==> config.mk <==
export PLATFORM = sky130hd
export DESIGN_NAME = txf_top
export DESIGN_NICKNAME = d
export VERILOG_FILES = /design/src/rtl/txf_pkg.sv /design/src/rtl/txf_ctrl.sv /design/src/rtl/txf_dp.sv /design/src/rtl/txf_top.sv
export SDC_FILE = /design/constraint.sdc
export NUM_CORES = 1
export LEC_CHECK = 0
export ABC_AREA = 1
export CAP_MARGIN = 20
export CORE_ASPECT_RATIO = 1.4
export CORE_UTILIZATION = 33
export DETAILED_ROUTE_END_ITERATION = 16
export SYNTH_ARGS = -nofsm -noshare
export SYNTH_HDL_FRONTEND = slang
export SYNTH_SLANG_ARGS = --single-unit
==> constraint.sdc <==
create_clock -name clk -period 1.65 [get_ports clk]
set_input_delay 0.33 -clock clk [delete_from_list [all_inputs] [get_ports clk]]
set_output_delay 0.33 -clock clk [all_outputs]
set_load 0.02 [all_outputs]
==> src/rtl/txf_pkg.sv <==
package txf_pkg;

  localparam int DATA_W    = 8;
  localparam int START_W   = 1;
  localparam int PARITY_W  = 1;
  localparam int STOP_MAX  = 2;
  localparam int FRAME_MAX = START_W + DATA_W + PARITY_W + STOP_MAX;
  localparam int CNT_W     = $clog2(FRAME_MAX + 1);

  // Packed so that a cast from the 6-bit mode word lines up field for field.
  typedef struct packed {
    logic       asyncMode;  // [5]
    logic [1:0] stopSel;    // [4:3]
    logic [1:0] parSel;     // [2:1]
    logic       eightBits;  // [0]
  } modeT;

  typedef struct packed {
    logic loadFrame;  // move the held byte into the shifter, emit its first bit
    logic shiftBit;   // emit the next bit of the current character
    logic markFill;   // slot with no data: emit mark
    logic forceIdle;  // transmitter disabled
  } ctlStrobeT;

  function automatic logic parityOn(input modeT m);
    return (m.parSel == 2'b01) || (m.parSel == 2'b10);
  endfunction

  function automatic logic [CNT_W-1:0] stopCount(input modeT m);
    case (m.stopSel)
      2'b00:   return CNT_W'(0);
      2'b01:   return CNT_W'(1);
      default: return CNT_W'(STOP_MAX);
    endcase
  endfunction

  function automatic logic [CNT_W-1:0] dataCount(input modeT m);
    return m.eightBits ? CNT_W'(DATA_W) : CNT_W'(DATA_W - 1);
  endfunction

  function automatic logic [CNT_W-1:0] frameLen(input modeT m);
    if (!m.asyncMode) return CNT_W'(DATA_W);
    return CNT_W'(START_W) + dataCount(m) + CNT_W'(parityOn(m)) + stopCount(m);
  endfunction

endpackage

==> src/rtl/txf_ctrl.sv <==
module txf_ctrl
  import txf_pkg::*;
(
  input  logic      clk,
  input  logic      rst_n,
  input  logic      bitStrobe,
  input  logic      txEnable,
  input  modeT      mode,
  input  logic      wrStrobe,
  input  logic      clrUnderflow,
  output ctlStrobeT ctl,
  output logic      readyFlag,
  output logic      underflowFlag
);

  logic             holdFull;
  logic [CNT_W-1:0] bitsLeft;
  logic             underflowQ;

  always_comb begin
    ctl = '0;
    if (!txEnable) begin
      ctl.forceIdle = 1'b1;
    end else if (bitStrobe) begin
      if (bitsLeft != '0)  ctl.shiftBit  = 1'b1;
      else if (holdFull)   ctl.loadFrame = 1'b1;
      else                 ctl.markFill  = 1'b1;
    end
  end

  always_ff @(posedge clk or negedge rst_n) begin
    if (!rst_n) begin
      bitsLeft <= '0;
    end else if (ctl.forceIdle) begin
      bitsLeft <= '0;
    end else if (ctl.loadFrame) begin
      bitsLeft <= frameLen(mode) - CNT_W'(1);
    end else if (ctl.shiftBit) begin
      bitsLeft <= bitsLeft - CNT_W'(1);
    end
  end

  always_ff @(posedge clk or negedge rst_n) begin
    if (!rst_n)              holdFull <= 1'b0;
    else if (wrStrobe)       holdFull <= 1'b1;
    else if (ctl.loadFrame)  holdFull <= 1'b0;
  end

  always_ff @(posedge clk or negedge rst_n) begin
    if (!rst_n)             underflowQ <= 1'b0;
    else if (ctl.markFill)  underflowQ <= 1'b1;
    else if (clrUnderflow)  underflowQ <= 1'b0;
  end

  assign readyFlag     = ~holdFull;
  assign underflowFlag = underflowQ;


  ready_drop_chk: assert property (@(posedge clk) disable iff (!rst_n)
    wrStrobe |=> !readyFlag);


  underflow_sticky_chk: assert property (@(posedge clk) disable iff (!rst_n)
    (underflowFlag && !clrUnderflow) |=> underflowFlag);


  underflow_cause_chk: assert property (@(posedge clk) disable iff (!rst_n)
    $rose(underflowFlag) |-> $past(bitStrobe && txEnable && readyFlag));


  count_range_chk: assert property (@(posedge clk) disable iff (!rst_n)
    bitsLeft <= CNT_W'(FRAME_MAX - 1));

endmodule

==> src/rtl/txf_dp.sv <==
module txf_dp
  import txf_pkg::*;
(
  input  logic              clk,
  input  logic              rst_n,
  input  ctlStrobeT         ctl,
  input  modeT              mode,
  input  logic              wrStrobe,
  input  logic [DATA_W-1:0] wrData,
  output logic              txLine
);

  logic [DATA_W-1:0]    holdReg;
  logic [FRAME_MAX-1:0] frameVec;
  logic [FRAME_MAX-1:0] shiftReg;
  logic                 txQ;

  always_ff @(posedge clk or negedge rst_n) begin
    if (!rst_n)        holdReg <= '0;
    else if (wrStrobe) holdReg <= wrData;
  end

  // Character image, bit 0 first on the line; unused upper positions are mark.
  always_comb begin
    logic             parRaw;
    logic [CNT_W-1:0] nData;
    frameVec = '1;
    parRaw   = 1'b0;
    nData    = dataCount(mode);
    if (!mode.asyncMode) begin
      frameVec[DATA_W-1:0] = holdReg;
    end else begin
      frameVec[0] = 1'b0;
      for (int i = 0; i < DATA_W; i++) begin
        if (CNT_W'(i) < nData) begin
          frameVec[START_W + i] = holdReg[i];
          parRaw = parRaw ^ holdReg[i];
        end
      end
      if (parityOn(mode))
        frameVec[START_W + int'(nData)] = (mode.parSel == 2'b10) ? ~parRaw : parRaw;
    end
  end

  always_ff @(posedge clk or negedge rst_n) begin
    if (!rst_n) begin
      txQ      <= 1'b1;
      shiftReg <= '1;
    end else if (ctl.forceIdle || ctl.markFill) begin
      txQ      <= 1'b1;
      shiftReg <= '1;
    end else if (ctl.loadFrame) begin
      txQ      <= frameVec[0];
      shiftReg <= {1'b1, frameVec[FRAME_MAX-1:1]};
    end else if (ctl.shiftBit) begin
      txQ      <= shiftReg[0];
      shiftReg <= {1'b1, shiftReg[FRAME_MAX-1:1]};
    end
  end

  assign txLine = txQ;


  start_bit_chk: assert property (@(posedge clk) disable iff (!rst_n)
    (ctl.loadFrame && mode.asyncMode) |=> !txLine);


  sync_first_chk: assert property (@(posedge clk) disable iff (!rst_n)
    (ctl.loadFrame && !mode.asyncMode) |=> (txLine == $past(holdReg[0])));


  idle_mark_chk: assert property (@(posedge clk) disable iff (!rst_n)
    ctl.forceIdle |=> txLine);


  line_hold_chk: assert property (@(posedge clk) disable iff (!rst_n)
    (ctl == '0) |=> $stable(txLine));

endmodule

==> src/rtl/txf_top.sv <==
module txf_top
  import txf_pkg::*;
(
  input  logic              clk,
  input  logic              rst_n,
  input  logic              bitStrobe,
  input  logic              txEnable,
  input  logic [5:0]        modeCfg,
  input  logic              wrStrobe,
  input  logic [DATA_W-1:0] wrData,
  input  logic              clrUnderflow,
  output logic              txLine,
  output logic              readyFlag,
  output logic              underflowFlag
);

  modeT      modeW;
  ctlStrobeT ctlW;

  assign modeW = modeT'(modeCfg);

  txf_ctrl i_ctrl (
    .clk          (clk),
    .rst_n        (rst_n),
    .bitStrobe    (bitStrobe),
    .txEnable     (txEnable),
    .mode         (modeW),
    .wrStrobe     (wrStrobe),
    .clrUnderflow (clrUnderflow),
    .ctl          (ctlW),
    .readyFlag    (readyFlag),
    .underflowFlag(underflowFlag)
  );

  txf_dp i_dp (
    .clk      (clk),
    .rst_n    (rst_n),
    .ctl      (ctlW),
    .mode     (modeW),
    .wrStrobe (wrStrobe),
    .wrData   (wrData),
    .txLine   (txLine)
  );


  reset_mark_chk: assert property (@(posedge clk) $fell(rst_n) |=> txLine);

endmodule

==> impl_metrics.csv, run 1 <==
group,metric,value,unit
yosys,synth_compound_area_share,15.4,%
routing,vias,1462,
yosys,ys_seq_elements,24,
routing,totalWireLength,3550,um
yosys,synth_top_family_by_area,"simple AND/OR/NAND/NOR gates",
clocking,clock_path_buffers,2,
die,start_util,35.2,%
routing,via_per_inst,4.60,
sta,min_period,2.04,ns
yosys,synth-simple-area-share,27.0,%
sta,rsz0062_at_grt,"true",
grt,grt_max_degree,25,
placed_design,hpwl,2760,um
yosys,synth_cells,208,
critical_path,rr_worst_depth,9,
sta,report.final.slew_viol_count,0,
routing,wl_met1,1610,um
cells_and_area,final_common_cell,"nand2_1",
routing,first_iter_violations,39,
critical_path,reg2reg_from,"i_ctrl.bitsLeft[1]",
routing,antenna_left,0,
die,rows,29,
power,power.density,1080,mW/mm2
grt,grt_pass1_wl,6210,um
clocking,clock_sinks,24,
die,io_pins,23,
run,cap_viol_max_count,0,
sta,setup_violations,3,
run_status,violations,"setup timing",
power,p_comb_share,43.8,%
clocking,insertion_delay,0.27,ns
routing,route.detailed.drc,0,
sta,max_freq,0.490,GHz
yosys,synthMuxAreaShare,1.38,%
run_status,outcome,"finished with violations",
power,ir_drop,377,uV
yosys,yosysUniqueCellTypes,33,
power,p_leak,1.04,nW
critical_path,reg2reg_to,"i_ctrl.bitsLeft[2]",
yosys,syn-num-nets,237,
die,fp.dieW,61.5,um
power,p_sw_share,35.2,%
clocking,cts_tree,"yes",
grt,antenna_found_initial,0,
clocking,cts_hold_buf,0,
sta,holdWs,0.420,ns
clocking,numCtsBuffers,3,
grt,grt_pass1_vias,1476,
routing,wire_per_inst,11.2,um
hold_path,worstHoldPathType,"in2async",
cells_and_area,final_cell_mix,"52 x nand2_1, 26 x buf_4, 23 x inv_1",
placed_design,io_buffers,22,
power,clkPwrFrac,21.0,%
critical_path,crit_path_end_kind,"flop",
routing,met3WireLength,52,um
critical_path,startpoint,"modeCfg[1]",
die,dieArea,0.00524,mm2
routing,highest_layer,"met4",
sta,maxSlewHeadroom,78.3,%
sta,setup_ws,-0.389,ns
yosys,synth_fa_ha_area_share,7.35,%
sta,tns,-1.07,ns
cells_and_area,fillers,517,
placed_design,gp_congestion,0.813,
die,coreArea,0.00464,mm2
cells_and_area,final_net_count,286,
cells_and_area,antenna_cells,0,
critical_path,crit_fanout,2,
grt,grt_overflow,0,
power,p_sw,0.000866,W
yosys,syn_area,0.00164,mm2
critical_path,ff2ff_setup_slack,-0.02,ns
power,seqPwrFrac,35.1,%
sta,worstMarginPinSlew,0.325,ns
yosys,synth_xor_xnor_area_share,2.14,%
routing,first_pass_iters,4,
sta,skew,0.0108,ns
yosys,ys_seq_area_share,37.5,%
critical_path,cp_data_arrival_time,2.19,ns
die,die_height,85.3,um
sta,min_period_over_period,124,%
cells_and_area,drive_gt1_share,32.4,%
cells_and_area,multi_input_area,972,um2
critical_path,critPathKind,"in2reg",
clocking,cts_root_buf,"clkbuf_8",
clocking,path_clk_slew,0.09,ns
cells_and_area,areaGrowthSynthToFinish,39.5,%
clocking,htreeDepth,1,
sta,hold_violations,0,
yosys,avgSynthCellArea,7.86,um2
routing,met2WireLength,1790,um
power,p_int,0.00159,W
critical_path,crit_required,1.80,ns
grt,grt.total_usage,15.6,%
cells_and_area,seq_area,613,um2
yosys,synth_warnings,0,
critical_path,worst_setup_path_start_kind,"primary input",
==> repair_timing <==
item / CTS / global route
hold endpoints to repair: 0 / 0
setup buffers: 0 / 1
pin swaps: 12 / 1
resized for setup: 21 / 9
setup endpoints to repair: 7 / 7
==> worst max-delay path, stage by stage <==
cell	delay, ns
buf_8	0.08
inv_8	0.03
ha_4	0.26
ha_4	0.20
inv_4	0.05
ha_4	0.12
inv_2	0.03
fa_2	0.33
o21ai_1	0.14
a21oi_1	0.06
a21oi_2	0.15
buf_4	0.12
buf_4	0.10
xor2_2	0.13
o22ai_1	0.07
==> power groups by stage <==
stage	clock network, W	logic [W]	registers (W)
6_report	0.000517	0.00108	0.000863
5_1_grt	0.000560	0.00121	0.000882
4_1_cts	0.000532	0.000969	0.000859
3_5_place_dp	0	0.000968	0.000869
3_3_place_gp	0	0.000953	0.000865
2_1_floorplan	0	0.000632	0.000853
==> cells in the mapped netlist, drive strengths merged <==
library cell   n  area (um2)
nand2         58         238
inv           30         113
nor2          23         106
o21ai         18        93.8
dfrtp         14         350
nand3         14        82.6
dfstp         10         263
ha             8         100
a21oi          7        42.5
a41oi          6        75.1
xor2           3        26.3
buf            2        22.5
clkbuf         2        7.51
clkinv         2        8.75
mux2           2        22.5
nor3           2        15.0
o211ai         2        20.0
o22ai          2        12.5
fa             1        20.0
o21bai         1        7.51
xnor2          1        8.76
==> kinds of logic (layout without fill, tap and decap cells) <==
family	after synthesis	count (layout)
mux	2	2
buf+inv	36	84
compound gates	36	36
simple gates	97	97
flops	24	24
xor+xnor	4	4
fa+ha+maj	9	9
==> per-stage QoR <==
stage	total power, W	util (%)	std cells	instance area, um2	setup slack, ns
final	0.00246	49.1	318	2280	-0.389
after detailed placement	0.00184	46.1	313	2140	-1.25
after global placement	0.00182	46.1	313	2140	-1.22
after global routing	0.00265	49.1	318	2280	-0.534
after floorplan	0.00149	-	208	1690	-0.596
after CTS	0.00236	48.0	317	2230	-0.362
==> layout make-up <==
class / count / area share [%]
clock buffer: 3 / 1.81
timing repair buffer: 48 / 18.2
multi-input combinational: 148 / 42.6
tap: 62 / 3.40
clock inverter: 1 / 1.32
inverter: 32 / 5.76
sequential: 24 / 26.9
==> how the worst max path moves through the flow <==
stage,to,depth (start not counted)
2_1_floorplan,i_ctrl.bitsLeft[3],17
3_3_place_gp,i_ctrl.bitsLeft[3],18
3_5_place_dp,i_ctrl.bitsLeft[3],18
4_1_cts,i_ctrl.bitsLeft[3],18
5_1_grt,i_ctrl.bitsLeft[3],18
6_report,i_ctrl.bitsLeft[2],15
==> sequential cells by signal (all words and copies together), names as in the netlist <==
register              flops
i_ctrl.bitsLeft           4
i_ctrl.holdFull           1
i_ctrl.underflowFlag      1
i_dp.holdReg              8
i_dp.shiftReg             9
i_dp.txLine               1
==> per-layer routing <==
metal | vias to the layer above | global-route usage [%]
met2 | 20 | 26.8
met1 | 673 | 19.3
met5 | - | 0
met3 | 6 | 1.37
li1 | 763 | -
met4 | 0 | 6.46
No activity file was read; power rests on OpenSTA's default activity.
==> run 2: changes to the inputs <==
DONT_BUFFER_PORTS = 1   (was default)
SYNTH_HIERARCHICAL = 1   (was default)
==> impl_metrics.csv, run 2 <==
group,metric,value,unit
routing,route.detailed.drc,0,
critical_path,cp_data_arrival_time,1.82,ns
power,ir_drop,650,uV
critical_path,critPathKind,"reg2reg",
sta,report.final.slew_viol_count,0,
yosys,syn-num-nets,253,
yosys,ys_async_sr_fraction,100,%
yosys,synth_warnings,6,
clocking,numCtsBuffers,3,
grt,grt_pass1_wl,6270,um
sta,worstMarginPinSlew,0.312,ns
clocking,cts_tree,"yes",
critical_path,crit_path_top_delay_cell,"dfrtp_1",
sta,min_period,1.67,ns
critical_path,path_cells,"nor2_2, nand2_2, nor2_4, buf_6, a21oi_2, ha_4, inv_2, xor2_1, o21ai_1",
cells_and_area,seq_area,613,um2
sta,setup_violations,1,
routing,met3WireLength,140,um
cells_and_area,fin_area,0.00199,mm2
critical_path,worst_setup_path_start_kind,"flop",
sta,rsz0062_at_grt,"true",
cells_and_area,final_common_cell,"nand2_1",
grt,grt_overflow,0,
grt,grt_max_degree,25,
routing,first_iter_violations,64,
routing,first_pass_iters,4,
hold_path,holdCritStartpoint,"wrStrobe",
hold_path,worstHoldPathType,"in2reg",
yosys,synth_top_area_cell,"dfrtp_1",
yosys,ys_seq_area_share,38.0,%
die,die_height,84.7,um
cells_and_area,final_cell_mix,"64 x nand2_1, 32 x inv_1, 14 x dfrtp_1, 13 x nand3_1, 11 x buf_4",
yosys,synth_common_cells,"68 x nand2_1, 36 x inv_1, 14 x dfrtp_1, 13 x nand3_1",
cells_and_area,multi_input_area,955,um2
routing,via_per_inst,4.89,
yosys,synth_area_leaders,"dfrtp_1 22%, dfstp_2 16%, nand2_1 16%, inv_1 8.4%, ha_1 6.2%",
power,power,0.00213,W
routing,vias,1476,
grt,antenna_found_initial,0,
placed_design,pre_cts_slack,-0.197,ns
sta,setup_ws,-0.0192,ns
cells_and_area,top_register,"i_dp/shiftReg",
routing,wl_met1,1530,um
run_status,outcome,"finished with violations",
clocking,clock_sinks,24,
cells_and_area,final_util,43.3,%
run_status,violations,"setup timing",
cells_and_area,final_net_count,269,
clocking,insertion_delay,0.27,ns
cells_and_area,areaGrowthSynthToFinish,23.7,%
critical_path,reg2reg_from,"i_ctrl/bitsLeft[0]",
sta,max_freq,0.599,GHz
sta,maxSlewHeadroom,79.1,%
die,start_util,35.0,%
die,fp.dieW,61.1,um
power,power.density,1070,mW/mm2
routing,met2WireLength,2190,um
yosys,yosysUniqueCellTypes,28,
placed_design,postPlaceCellArea,0.00181,mm2
routing,highest_layer,"met4",
cells_and_area,drive_gt1_share,26.7,%
cells_and_area,finalNonFillerCells,302,
placed_design,dp_cells,293,
grt,grt.total_usage,16.1,%
critical_path,crit_required,1.80,ns
cells_and_area,antenna_cells,0,
yosys,ys_seq_elements,24,
clocking,cts_root_buf,"clkbuf_8",
die,dieArea,0.00517,mm2
cells_and_area,top_regs,"i_dp/shiftReg (9), i_dp/holdReg (8), i_ctrl/bitsLeft (4)",
critical_path,crit_path_end_kind,"flop",
die,rows,29,
routing,totalWireLength,3900,um
yosys,synth-edff-count,0,
clocking,clock_path_buffers,2,
sta,hold_violations,0,
critical_path,cp_slowest_stage_delay,0.41,ns
run,cap_viol_max_count,0,
critical_path,startpoint,"i_ctrl/bitsLeft[0]",
critical_path,crit_fanout,5,
placed_design,gp_congestion,0.804,
yosys,synth_cells,225,
cells_and_area,fillers,480,
power,p_leak,0.967,nW
routing,antenna_left,0,
sta,skew,0.00486,ns
yosys,synth_ff_type,"dfrtp_1",
routing,wire_per_inst,12.9,um
yosys,syn_area,0.00161,mm2
clocking,path_clk_slew,0.09,ns
yosys,synth_top_area_share,21.7,%
placed_design,io_buffers,0,
yosys,avgSynthCellArea,7.16,um2
cells_and_area,largest_register_ff_count,9,
placed_design,hpwl,2810,um
sta,min_period_over_period,101,%
die,coreArea,0.00461,mm2
die,io_pins,23,
clocking,htreeDepth,1,
yosys,synth.most_common_cell,"nand2_1",
grt,grt_pass1_vias,1519,
[run 2: cell count changes after synthesis, sizes merged, moves of 2 or more]
cell / before / now
a21oi: 7 / 9
a41oi: 6 / 0
clkinv: 2 / 0
inv: 30 / 42
mux2: 2 / 0
nand2: 58 / 72
nand4: 0 / 2
nor2: 23 / 14
o211ai: 2 / 7
o21ai: 18 / 10
o22ai: 2 / 10
[run 2: worst paths after layout]
kind / endpoint / cells past startpoint / slack [ns]
setup / recovery: i_ctrl/bitsLeft[2] / 9 / -0.02
hold / removal: i_dp/holdReg[1] / 1 / 0.14
setup reg to reg: i_ctrl/bitsLeft[2] / 9 / -0.02
hold reg to reg: i_dp/shiftReg[0] / 2 / 0.50
max in group asynchronous: i_dp/shiftReg[6] / 2 / 0.93
min in group asynchronous: i_dp/holdReg[4] / 2 / 0.48
[run 2: repair_timing]
| action | CTS | global route |
|---|---|---|
| hold endpoints to repair | 24 | 0 |
| pin swaps | 0 | 7 |
| buffers inserted | 0 | 3 |
| endpoints found under the setup margin | 1 | 10 |
| hold buffers | 2 | 0 |
| resized for setup | 0 | 17 |
| gates cloned | 0 | 0 |
[run 2: power breakdown]
group | total, W | switching (W) | internal (W)
clock | 0.000359 | 0.000187 | 0.000173
sequential | 0.000834 | 0.0000981 | 0.000736
combinational | 0.000939 | 0.000544 | 0.000395
[run 2: worst max-delay path: cells and delay by family (launching register included)]
kind / cells / cell delay, ns
flip-flops: 1 / 0.41
AO/OA/AOI/OAI: 2 / 0.14
adder cells (fa/ha/maj): 1 / 0.16
XOR/XNOR: 1 / 0.14
buffers and inverters: 2 / 0.17
AND/OR/NAND/NOR: 3 / 0.51
[run 2: area by class of cell]
cell class                      instances  share of cell area (%)
Multi-Input combinational cell        156                    47.9
Sequential cell                        24                    30.8
Inverter                               42                    8.98
Timing Repair Buffer                   14                    6.21
Tap cell                               62                    3.89
Clock buffer                            4                    2.26
[run 2: routing by layer]
layer | global-route usage, % | up-vias
met5 | 0 | -
met2 | 30.2 | 35
met1 | 17.6 | 687
met4 | 5.58 | 0
met3 | 2.00 | 4
li1 | - | 750
[run 2: logic make-up after synthesis]
family,count (synthesis),share of synthesized area [%]
and+or+nand+nor,104,27.6
buffers and inverters,45,10.6
AOI/OAI and AO/OA,41,15.9
DFF,24,38.0
adders and majority gates,8,6.21
xor gates and xnor gates,3,1.63
[run 2: through the flow]
stage	TNS, ns	hold WS [ns]
global route	-0.419	0.135
finish	-0.0192	0.144
CTS	-0.00125	0.140
floorplan	-0.226	0.0344
detailed placement	-0.479	0.0348
global placement	-0.397	0.0349
==> run 3: changes to the inputs <==
CORE_UTILIZATION = 41   (was 33)
==> impl_metrics.csv, run 3 (synthesis results as in run 2) <==
group,metric,value,unit
run_status,outcome,"finished, final reports clean",
sta,worstMarginPinSlew,0.300,ns
power,p_comb_share,40.6,%
clocking,path_clk_slew,0.09,ns
placed_design,hpwl,2750,um
critical_path,cpLargestDelayFamily,"simple AND/OR/NAND/NOR gates",
sta,setup_violations,0,
grt,grt.total_usage,19.4,%
clocking,cts_tree,"yes",
power,p_sw_share,34.8,%
grt,grt_max_degree,25,
cells_and_area,final_cell_mix,"66 x nand2_1, 32 x inv_1, 17 x buf_4, 14 x dfrtp_1, 12 x nand3_1",
sta,report.final.slew_viol_count,0,
grt,grt_use_met1,21.7,%
die,io_pins,23,
grt,grt_util_met3,2.40,%
critical_path,cp_slowest_stage_delay,0.42,ns
power,seqPwrFrac,36.3,%
grt,grtUsageMet2,35.5,%
critical_path,crit_fanout,6,
critical_path,critPathKind,"reg2reg",
grt,grt_busiest_layer,"met2",
cells_and_area,finalNonFillerCells,287,
routing,totalWireLength,3500,um
placed_design,io_buffers,0,
hold_path,worstHoldPathType,"in2reg",
critical_path,cp_data_arrival_time,1.79,ns
critical_path,worst_setup_path_start_kind,"flop",
cells_and_area,top_register,"i_dp/shiftReg",
die,rows,26,
clocking,htreeDepth,1,
routing,via_per_inst,5.00,
routing,wire_per_inst,12.2,um
routing,vias,1434,
cells_and_area,final_util,52.9,%
critical_path,reg2reg_from,"i_ctrl/bitsLeft[2]",
critical_path,startpoint,"i_ctrl/bitsLeft[2]",
die,start_util,43.5,%
clocking,clock_path_buffers,2,
cells_and_area,final_net_count,274,
cells_and_area,final_common_cell,"nand2_1",
placed_design,pre_cts_slack,-0.171,ns
die,coreArea,0.00371,mm2
critical_path,critPathBufInv,2,
die,die_height,76.2,um
grt,grt_pass1_wl,6020,um
power,power.density,1140,mW/mm2
routing,first_iter_violations,33,
critical_path,path_cells,"nor2_2, nand2_2, nor2_4, buf_4, a21oi_2, ha_2, inv_2, xor2_1, o21ai_1",
hold_path,holdCritStartpoint,"clrUnderflow",
routing,route.detailed.drc,0,
grt,antenna_found_initial,0,
grt,grt_pass1_vias,1473,
critical_path,crit_path_top_delay_cell,"dfrtp_1",
cells_and_area,areaGrowthSynthToFinish,21.8,%
die,fp.dieW,55.0,um
cells_and_area,antenna_cells,0,
critical_path,crit_required,1.81,ns
sta,min_period_over_period,98.7,%
clocking,clock_sinks,24,
clocking,numCtsBuffers,3,
run,cap_viol_max_count,0,
power,power,0.00225,W
clocking,insertion_delay,0.27,ns
sta,skew,0.0127,ns
power,ir_drop,629,uV
sta,setup_ws,0.0214,ns
sta,min_period,1.63,ns
sta,maxSlewHeadroom,79.9,%
cells_and_area,drive_gt1_share,25.7,%
cells_and_area,top_regs,"i_dp/shiftReg (9), i_dp/holdReg (8), i_ctrl/bitsLeft (4)",
placed_design,dp_cells,278,
power,clkPwrFrac,23.1,%
clocking,cts_root_buf,"clkbuf_8",
routing,antenna_left,0,
cells_and_area,largest_register_ff_count,9,
placed_design,gp_congestion,0.827,
power,p_leak,0.989,nW
grt,grt_overflow,0,
power,p_int,0.00146,W
critical_path,crit_path_end_kind,"flop",
routing,first_pass_iters,4,
power,p_sw,0.000782,W
sta,hold_violations,0,
die,dieArea,0.00419,mm2
sta,max_freq,0.614,GHz
sta,rsz0062_at_grt,"true",
run 3: changes by cell type in the layout (fill, tap and decap cells not counted), moves of 3 or more:
| cell | previous run | this run |
|---|---|---|
| buf_4 | 11 | 17 |
| nor2_2 | 2 | 5 |
| o22ai_1 | 3 | 9 |
| o22ai_2 | 7 | 1 |
run 3: metrics by stage:
stage               setup TNS, ns  hold slack (ns)  area (um2)
CTS                             0            0.141        1920
global placement           -0.378           0.0350        1820
detailed placement         -0.423           0.0348        1820
floorplan                  -0.226           0.0344        1680
finish                          0            0.148        1960
global route               -0.509            0.139        1960
run 3: area by class of cell:
| cell class | count | area (um2) |
|---|---|---|
| fillers | 368 | 1750 |
| well taps | 42 | 52.6 |
| clock buffers | 3 | 41.3 |
| repair buffers | 19 | 158 |
| inverters | 42 | 174 |
| flip-flops and latches | 24 | 613 |
| clock inverters | 1 | 30.0 |
| multi-input cells | 156 | 895 |
run 3: worst reg2reg max path: cells and delay by family, from the launching register on:
kind                     cells  cell delay, ns
buffers and inverters        2            0.20
XOR/XNOR                     1            0.14
adder cells (fa/ha/maj)      1            0.17
flip-flops                   1            0.42
AND/OR/NAND/NOR              3            0.47
AO/OA/AOI/OAI                2            0.14
run 3: per-layer routing:
metal	routed length (um)	part of all wire [%]
met5	0	0
met4	28	0.80
met3	65	1.9
met2	2010	57
met1	1390	40
run 3: power by group through the flow:
stage	sequential, W	clock (W)	combinational [W]
after global placement	0.000826	0	0.000855
after global routing	0.000827	0.000546	0.00107
after CTS	0.000817	0.000533	0.000884
after detailed placement	0.000828	0	0.000858
after floorplan	0.000818	0	0.000608
final	0.000816	0.000518	0.000912
run 3: what timing repair did:
item / 4_1_cts / 5_1_grt
setup endpoints to repair: 0 / 10
endpoints found under the hold margin: 24 / 0
buffers inserted: 0 / 3
gates resized for setup: 0 / 4
hold buffers: 2 / 0
run 3: final timing paths:
check | end | slack [ns] | cells after the start
worst max-delay path | i_ctrl/bitsLeft[2] | 0.02 | 9
worst min-delay path | i_ctrl/underflowFlag | 0.15 | 1
worst max register to register | i_ctrl/bitsLeft[2] | 0.02 | 9
worst min register to register | i_dp/shiftReg[2] | 0.51 | 2
max in group asynchronous | i_dp/shiftReg[4] | 0.94 | 2
min in group asynchronous | i_ctrl/bitsLeft[1] | 0.47 | 2
